<file path="src/rtl/ata_strobe_pkg.sv">
package ata_strobe_pkg;

   localparam int TW_W = 32;

   // timing word field positions (decoded by the sequencer)
   localparam int F_DREC_LSB  = 0;
   localparam int F_DACT_LSB  = 4;
   localparam int F_TREC_LSB  = 8;
   localparam int F_TACT_LSB  = 12;
   localparam int F_DSET_LSB  = 19;
   localparam int F_TSET_LSB  = 22;
   localparam int F_UDMA_BIT  = 28;
   localparam int LEN_W       = 4;
   localparam int SET_W       = 3;

   typedef enum logic [2:0] {
      PH_IDLE,
      PH_SETUP,
      PH_ACTIVE,
      PH_RECOVER,
      PH_REJECT
   } phase_e;

   typedef struct packed {
      logic [LEN_W-1:0] act;
      logic [LEN_W-1:0] rec;
      logic [SET_W-1:0] setup;
   } phase_len_t;

   function automatic phase_len_t pick_lens(input logic [TW_W-1:0] w, input logic tf);
      phase_len_t l;
      if (tf) begin
         l.act   = w[F_TACT_LSB +: LEN_W];
         l.rec   = w[F_TREC_LSB +: LEN_W];
         l.setup = w[F_TSET_LSB +: SET_W];
      end else begin
         l.act   = w[F_DACT_LSB +: LEN_W];
         l.rec   = w[F_DREC_LSB +: LEN_W];
         l.setup = w[F_DSET_LSB +: SET_W];
      end
      return l;
   endfunction

endpackage

</file>
<file path="src/rtl/ata_tword_bank.sv">
module ata_tword_bank import ata_strobe_pkg::*; #(
   parameter int              NUM_DEV  = 2,
   parameter logic [TW_W-1:0] TW_RESET = '0,
   localparam int             DEV_W    = (NUM_DEV > 1) ? $clog2(NUM_DEV) : 1
) (
   input  logic             clk,
   input  logic             rst,
   input  logic             wr_en_i,
   input  logic [DEV_W-1:0] wr_dev_i,
   input  logic [TW_W-1:0]  wr_data_i,
   input  logic [DEV_W-1:0] rd_dev_i,
   output logic [TW_W-1:0]  rd_word_o
);

   logic [TW_W-1:0] regs [NUM_DEV];

   for (genvar g = 0; g < NUM_DEV; g++) begin : g_word
      always_ff @(posedge clk) begin
         if (rst)
            regs[g] <= TW_RESET;
         else if (wr_en_i && (wr_dev_i == DEV_W'(g)))
            regs[g] <= wr_data_i;
      end


      word_write_chk: assert property (@(posedge clk) disable iff (rst)
         (wr_en_i && wr_dev_i == DEV_W'(g)) |=> (regs[g] == $past(wr_data_i)));


      word_keep_chk: assert property (@(posedge clk) disable iff (rst)
         (!wr_en_i || wr_dev_i != DEV_W'(g)) |=> $stable(regs[g]));
   end

   always_comb begin
      rd_word_o = '0;
      for (int i = 0; i < NUM_DEV; i++)
         if (rd_dev_i == DEV_W'(i))
            rd_word_o = regs[i];
   end

endmodule

</file>
<file path="src/rtl/ata_phase_seq.sv">
module ata_phase_seq import ata_strobe_pkg::*; #(
   parameter int DEV_W = 1,
   parameter int CNT_W = 4
) (
   input  logic             clk,
   input  logic             rst,
   input  logic             req_valid_i,
   input  logic [DEV_W-1:0] req_dev_i,
   input  logic             req_write_i,
   input  logic             req_tf_i,
   input  logic [TW_W-1:0]  word_i,
   output logic             req_ready_o,
   output logic             done_o,
   output logic             unsup_o,
   output logic             strobe_on_o,
   output logic             dir_write_o
);

   phase_e           st_q, st_d;
   logic [CNT_W-1:0] cnt_q, cnt_d;
   logic [CNT_W-1:0] act_q, act_d;
   logic [CNT_W-1:0] rec_q, rec_d;
   logic [DEV_W-1:0] dev_q, dev_d;
   logic             wr_q, wr_d;
   logic             tf_q, tf_d;
   logic             accept, same_kind, refuse, last_cyc;
   phase_len_t       lens;

   assign lens      = pick_lens(word_i, req_tf_i);
   assign last_cyc  = (cnt_q == '0);
   assign done_o    = ((st_q == PH_RECOVER) && last_cyc) || (st_q == PH_REJECT);
   assign req_ready_o = (st_q == PH_IDLE) || done_o;
   assign accept    = req_valid_i && req_ready_o;
   assign same_kind = (st_q == PH_RECOVER) && (dev_q == req_dev_i)
                      && (wr_q == req_write_i) && (tf_q == req_tf_i);
   assign refuse    = !req_tf_i && word_i[F_UDMA_BIT];
   assign unsup_o   = (st_q == PH_REJECT);
   assign strobe_on_o = (st_q == PH_ACTIVE);
   assign dir_write_o = wr_q;

   always_comb begin
      st_d  = st_q;
      cnt_d = cnt_q;
      act_d = act_q;
      rec_d = rec_q;
      dev_d = dev_q;
      wr_d  = wr_q;
      tf_d  = tf_q;
      if (accept) begin
         act_d = CNT_W'(lens.act);
         rec_d = CNT_W'(lens.rec);
         dev_d = req_dev_i;
         wr_d  = req_write_i;
         tf_d  = req_tf_i;
         if (refuse) begin
            st_d  = PH_REJECT;
            cnt_d = '0;
         end else if (same_kind) begin
            st_d  = PH_ACTIVE;
            cnt_d = CNT_W'(lens.act);
         end else begin
            st_d  = PH_SETUP;
            cnt_d = CNT_W'(lens.setup);
         end
      end else begin
         unique case (st_q)
            PH_SETUP: begin
               if (last_cyc) begin
                  st_d  = PH_ACTIVE;
                  cnt_d = act_q;
               end else
                  cnt_d = cnt_q - 1'b1;
            end
            PH_ACTIVE: begin
               if (last_cyc) begin
                  st_d  = PH_RECOVER;
                  cnt_d = rec_q;
               end else
                  cnt_d = cnt_q - 1'b1;
            end
            PH_RECOVER: begin
               if (last_cyc)
                  st_d = PH_IDLE;
               else
                  cnt_d = cnt_q - 1'b1;
            end
            PH_REJECT: st_d = PH_IDLE;
            default:   st_d = PH_IDLE;
         endcase
      end
   end

   always_ff @(posedge clk) begin
      if (rst) begin
         st_q  <= PH_IDLE;
         cnt_q <= '0;
         act_q <= '0;
         rec_q <= '0;
         dev_q <= '0;
         wr_q  <= 1'b0;
         tf_q  <= 1'b0;
      end else begin
         st_q  <= st_d;
         cnt_q <= cnt_d;
         act_q <= act_d;
         rec_q <= rec_d;
         dev_q <= dev_d;
         wr_q  <= wr_d;
         tf_q  <= tf_d;
      end
   end


   b2b_direct_chk: assert property (@(posedge clk) disable iff (rst)
      (accept && same_kind && !refuse) |=> strobe_on_o);


   setup_first_chk: assert property (@(posedge clk) disable iff (rst)
      (accept && !same_kind && !refuse) |=> (!strobe_on_o && !done_o));


   idle_after_done_chk: assert property (@(posedge clk) disable iff (rst)
      (done_o && !req_valid_i) |=> (req_ready_o && !done_o));


   len_hold_chk: assert property (@(posedge clk) disable iff (rst)
      !accept |=> $stable({act_q, rec_q}));

endmodule

</file>
<file path="src/rtl/ata_strobe_gen.sv">
module ata_strobe_gen import ata_strobe_pkg::*; #(
   parameter int              NUM_DEV  = 2,
   parameter int              CNT_W    = 4,
   parameter logic [TW_W-1:0] TW_RESET = '0,
   localparam int             DEV_W    = (NUM_DEV > 1) ? $clog2(NUM_DEV) : 1
) (
   input  logic             clk,
   input  logic             rst,
   input  logic             tw_wr_en,
   input  logic [DEV_W-1:0] tw_wr_dev,
   input  logic [TW_W-1:0]  tw_wr_data,
   input  logic             req_valid,
   output logic             req_ready,
   input  logic [DEV_W-1:0] req_dev,
   input  logic             req_write,
   input  logic             req_taskfile,
   output logic             dior_n,
   output logic             diow_n,
   output logic             xfer_done,
   output logic             unsup_mode
);

   if (NUM_DEV < 1) begin : g_bad_dev
      $error("ata_strobe_gen: NUM_DEV must be at least 1");
   end
   if (CNT_W < LEN_W) begin : g_bad_cnt
      $error("ata_strobe_gen: CNT_W too narrow for the phase fields");
   end

   logic [TW_W-1:0] sel_word;
   logic            strobe_on, dir_write;

   ata_tword_bank #(
      .NUM_DEV  (NUM_DEV),
      .TW_RESET (TW_RESET)
   ) u_bank (
      .clk       (clk),
      .rst       (rst),
      .wr_en_i   (tw_wr_en),
      .wr_dev_i  (tw_wr_dev),
      .wr_data_i (tw_wr_data),
      .rd_dev_i  (req_dev),
      .rd_word_o (sel_word)
   );

   ata_phase_seq #(
      .DEV_W (DEV_W),
      .CNT_W (CNT_W)
   ) u_seq (
      .clk         (clk),
      .rst         (rst),
      .req_valid_i (req_valid),
      .req_dev_i   (req_dev),
      .req_write_i (req_write),
      .req_tf_i    (req_taskfile),
      .word_i      (sel_word),
      .req_ready_o (req_ready),
      .done_o      (xfer_done),
      .unsup_o     (unsup_mode),
      .strobe_on_o (strobe_on),
      .dir_write_o (dir_write)
   );

   assign dior_n = ~(strobe_on & ~dir_write);
   assign diow_n = ~(strobe_on &  dir_write);


   strobe_excl_chk: assert property (@(posedge clk) disable iff (rst)
      !(!dior_n && !diow_n));


   unsup_quiet_chk: assert property (@(posedge clk) disable iff (rst)
      unsup_mode |-> (dior_n && diow_n && xfer_done));


   no_done_in_strobe_chk: assert property (@(posedge clk) disable iff (rst)
      (!dior_n || !diow_n) |-> !xfer_done);


   reset_quiet_chk: assert property (@(posedge clk)
      rst |=> (dior_n && diow_n && !xfer_done && !unsup_mode && req_ready));

endmodule

</file>
<file path="config.mk">
export PLATFORM = sky130hd
export DESIGN_NAME = ata_strobe_gen
export DESIGN_NICKNAME = d
export VERILOG_FILES = /design/src/rtl/ata_strobe_pkg.sv /design/src/rtl/ata_tword_bank.sv /design/src/rtl/ata_phase_seq.sv /design/src/rtl/ata_strobe_gen.sv
export SDC_FILE = /design/constraint.sdc
export NUM_CORES = 1
export LEC_CHECK = 0
export ABC_AREA = 1
export BUFFER_PORTS_ARGS = -buffer_cell sky130_fd_sc_hd__buf_2
export CORE_MARGIN = 3
export CORE_UTILIZATION = 35
export CTS_CLUSTER_SIZE = 16
export DETAILED_ROUTE_END_ITERATION = 12
export PLACE_DENSITY = 0.63
export SLEW_MARGIN = 5
export SYNTH_ARGS = -nofsm -noshare
export SYNTH_HDL_FRONTEND = slang
export SYNTH_SLANG_ARGS = --single-unit
</file>
<file path="constraint.sdc">
create_clock -name clk -period 5 [get_ports clk]
set_clock_uncertainty 0.1 [all_clocks]
set_input_delay 0 -clock clk [delete_from_list [all_inputs] [get_ports clk]]
set_output_delay 0 -clock clk [all_outputs]
set_load 0.03 [all_outputs]
</file>
==> results.cfg <==
[route]
via_count = 2528
wl_per_cell_um = 11.9
avgViaCountPerCell = 4.55
drt_pass1_iterations = 4
drc = 0
ant_nets = 0
drt_iter0_markers = 122
wirelength_um = 6640

[global_route]
grt_pass1_vias = 2357
grt_max_degree = 27
grt_pass1_wl_um = 11400
antenna_found_initial = 0
grt.total_usage = 0.140
globalRoute.totalOverflow = 0

[finish]
final.fill_count = 894
final_cells = 556
antenna_cells = 0
layout.nets = 484
final-seq-area_um2 = 1740
layout-drive-gt1-share = 0.163
area_growth_pct = 22.1
multiInputGateArea_um2 = 1170

[clock_network]
worstSkewPairLatency_ps = 330
cts_sinks = 64
clk_path_buf_depth = 2
htree_num_levels = 3
cts_tree = built
cts_resized = 0
root_buffer = clkbuf_8
cts_hold_buf = 26
post_cts_buffers = 0
cts.clk_slew.worst_paths_ps = 70
cts_buffers = 9

[synth]
syn_inst = 383
syn_avg_cell_area_um2 = 8.29
ys_seq_elements = 64
yosysUniqueCellTypes = 29
async_flop_share = 0
yosysTopAreaCell = edfxtp_1
synth.most_common_cell = nand2_1
synth_commonest_cells = 86 x nand2_1, 81 x nor2_1, 46 x edfxtp_1, 46 x inv_1, 29 x o21ai_0
yosys_warnings = 0
synth_ff_type = edfxtp_1
synth_edf_count = 46
ys_seq_area_frac = 0.548
synth.top_cell.area_share = 0.435
synth_fp_nets = 424
ys_top_cells_by_area = edfxtp_1 43%, dfxtp_1 11%, nand2_1 10%
syn_area_um2 = 3180

[timing]
relSlewSlack = 0.315
period_minus_slack_ps = 2250
tns_ps = 0
timing.final.crit_share = 0.450
setup_viol = 0
slew_violations = 0
fmax_ghz = 0.445
worst_slew_pin_slew_ps = 1020
grt_setup_unrepaired = no
hold_violations = 0

[setup_path]
end_kind = register
reg2reg_depth = 12
criticalPathCategory = input port to register
critPathMaxFanout = 23
r2r_slack_ps = 3140
crit_arrival_ps = 2300
required_ps = 5050
startpoint_type = input port
r2r-start = u_seq.cnt_q[0]$_SDFFE_PP0P_
crit_start = rst
worst_r2r_endpoint = u_seq.cnt_q[1]$_SDFFE_PP0P_
cp-endpoint = u_bank.regs[0][1]$_SDFFCE_PN0P_

[floorplan]
start_util = 0.363
die_y_um = 101
die-width_um = 101
core_region_area_um2 = 8760
dieArea_um2 = 10300
io_pins = 45
std_cell_rows = 34

[hold_path]
min_from = req_taskfile
hold_path_class = input port to register

[job]
drv_cap = 0

[place]
port_buffers = 35
dp_hpwl_um = 4300
dpl.cell_count = 514
place.gp.congestion = 0.849

[power]
vdd_drop_max_uv = 136
power.leakage_nw = 1.77
power_density_nw_per_um2 = 435

[run_status]
outcome = finished, final reports clean
==> placed cells by master, fill, tap and decap left out, types with 2 or more instances in the layout <==
master,instances
a21oi_1,7
a31oi_1,5
buf_2,35
buf_4,2
clkbuf_8,10
clkinv_2,2
dfxtp_1,18
dlygate4sd3_1,26
edfxtp_1,46
inv_1,46
inv_2,4
nand2_1,86
nand2_2,4
nand3_1,23
nand4_1,2
nor2_1,81
nor2_2,3
nor2_4,2
nor3_1,2
o21ai_0,27
o21ai_2,4
==> report_power, final <==
part,internal [mW],total [mW],leakage [nW],switching (mW)
clock,0.243,0.440,0.0993,0.197
combinational,0.194,0.562,1.05,0.368
sequential,0.647,0.685,0.616,0.0386
total,1.08,1.69,1.77,0.604
==> metal layers <==
metal,vias to the layer above,global-route usage,wire length (µm)
li1,1343,-,-
met1,1116,0.182,3160
met2,57,0.229,3040
met3,12,0.0317,315
met4,0,0.0542,124
met5,-,0,0
==> sequential cells by signal, summed over array words and instances (netlist names) <==
name / cells
u_seq.dev_q: 1
u_seq.tf_q: 1
u_seq.cnt_q: 4
u_bank.regs: 46
u_seq.st_q: 3
u_seq.act_q: 4
u_seq.dir_write_o: 1
u_seq.rec_q: 4
==> worst min-delay path by stage <==
stage                                       end  cells past startpoint
floorplan           u_seq.act_q[1]$_SDFFE_PP0P_                      1
global placement    u_seq.act_q[1]$_SDFFE_PP0P_                      2
detailed placement  u_seq.cnt_q[2]$_SDFFE_PP0P_                      2
CTS                     u_seq.tf_q$_SDFFE_PP0P_                      3
global route            u_seq.tf_q$_SDFFE_PP0P_                      3
finish                  u_seq.tf_q$_SDFFE_PP0P_                      3
==> cells by family (layout without fill, tap and decap cells) <==
group	count (synthesis)	in the layout	share of synthesized area
and+or+nand+nor	207	207	0.277
buffers and inverters	64	129	0.0870
xor gates and xnor gates	2	2	0.00551
AOI/OAI and AO/OA	45	45	0.0784
adders and majority gates	1	1	0.00394
DFF	64	64	0.548
==> through the flow <==
| step | hold WS (ps) | setup slack [ps] | power [mW] | utilization | instance area, µm² |
|---|---|---|---|---|---|
| floorplan | -30.9 | 2760 | 1.13 | - | 3180 |
| global placement | 184 | 3010 | 1.24 | 0.390 | 3420 |
| detailed placement | 179 | 2940 | 1.24 | 0.390 | 3420 |
| CTS | 66.4 | 2740 | 1.70 | 0.443 | 3880 |
| global route | 115 | 2510 | 1.81 | 0.443 | 3880 |
| finish | 68.1 | 2750 | 1.69 | 0.443 | 3880 |
==> critical path, cell delays in order <==
cell and delay, ps:
dlygate4sd3_1 540, buf_2 170, inv_1 400, nand3_1 840, nor2_1 340
==> area by class of cell <==
cell class                 count  area share
inverter                      50      0.0484
timing repair buffer          63       0.116
multi-input combinational    255       0.301
clock buffer                  11      0.0365
tap                          108      0.0348
clock inverter                 5      0.0145
sequential                    64       0.449
No activity file was read; power rests on OpenSTA's default activity.
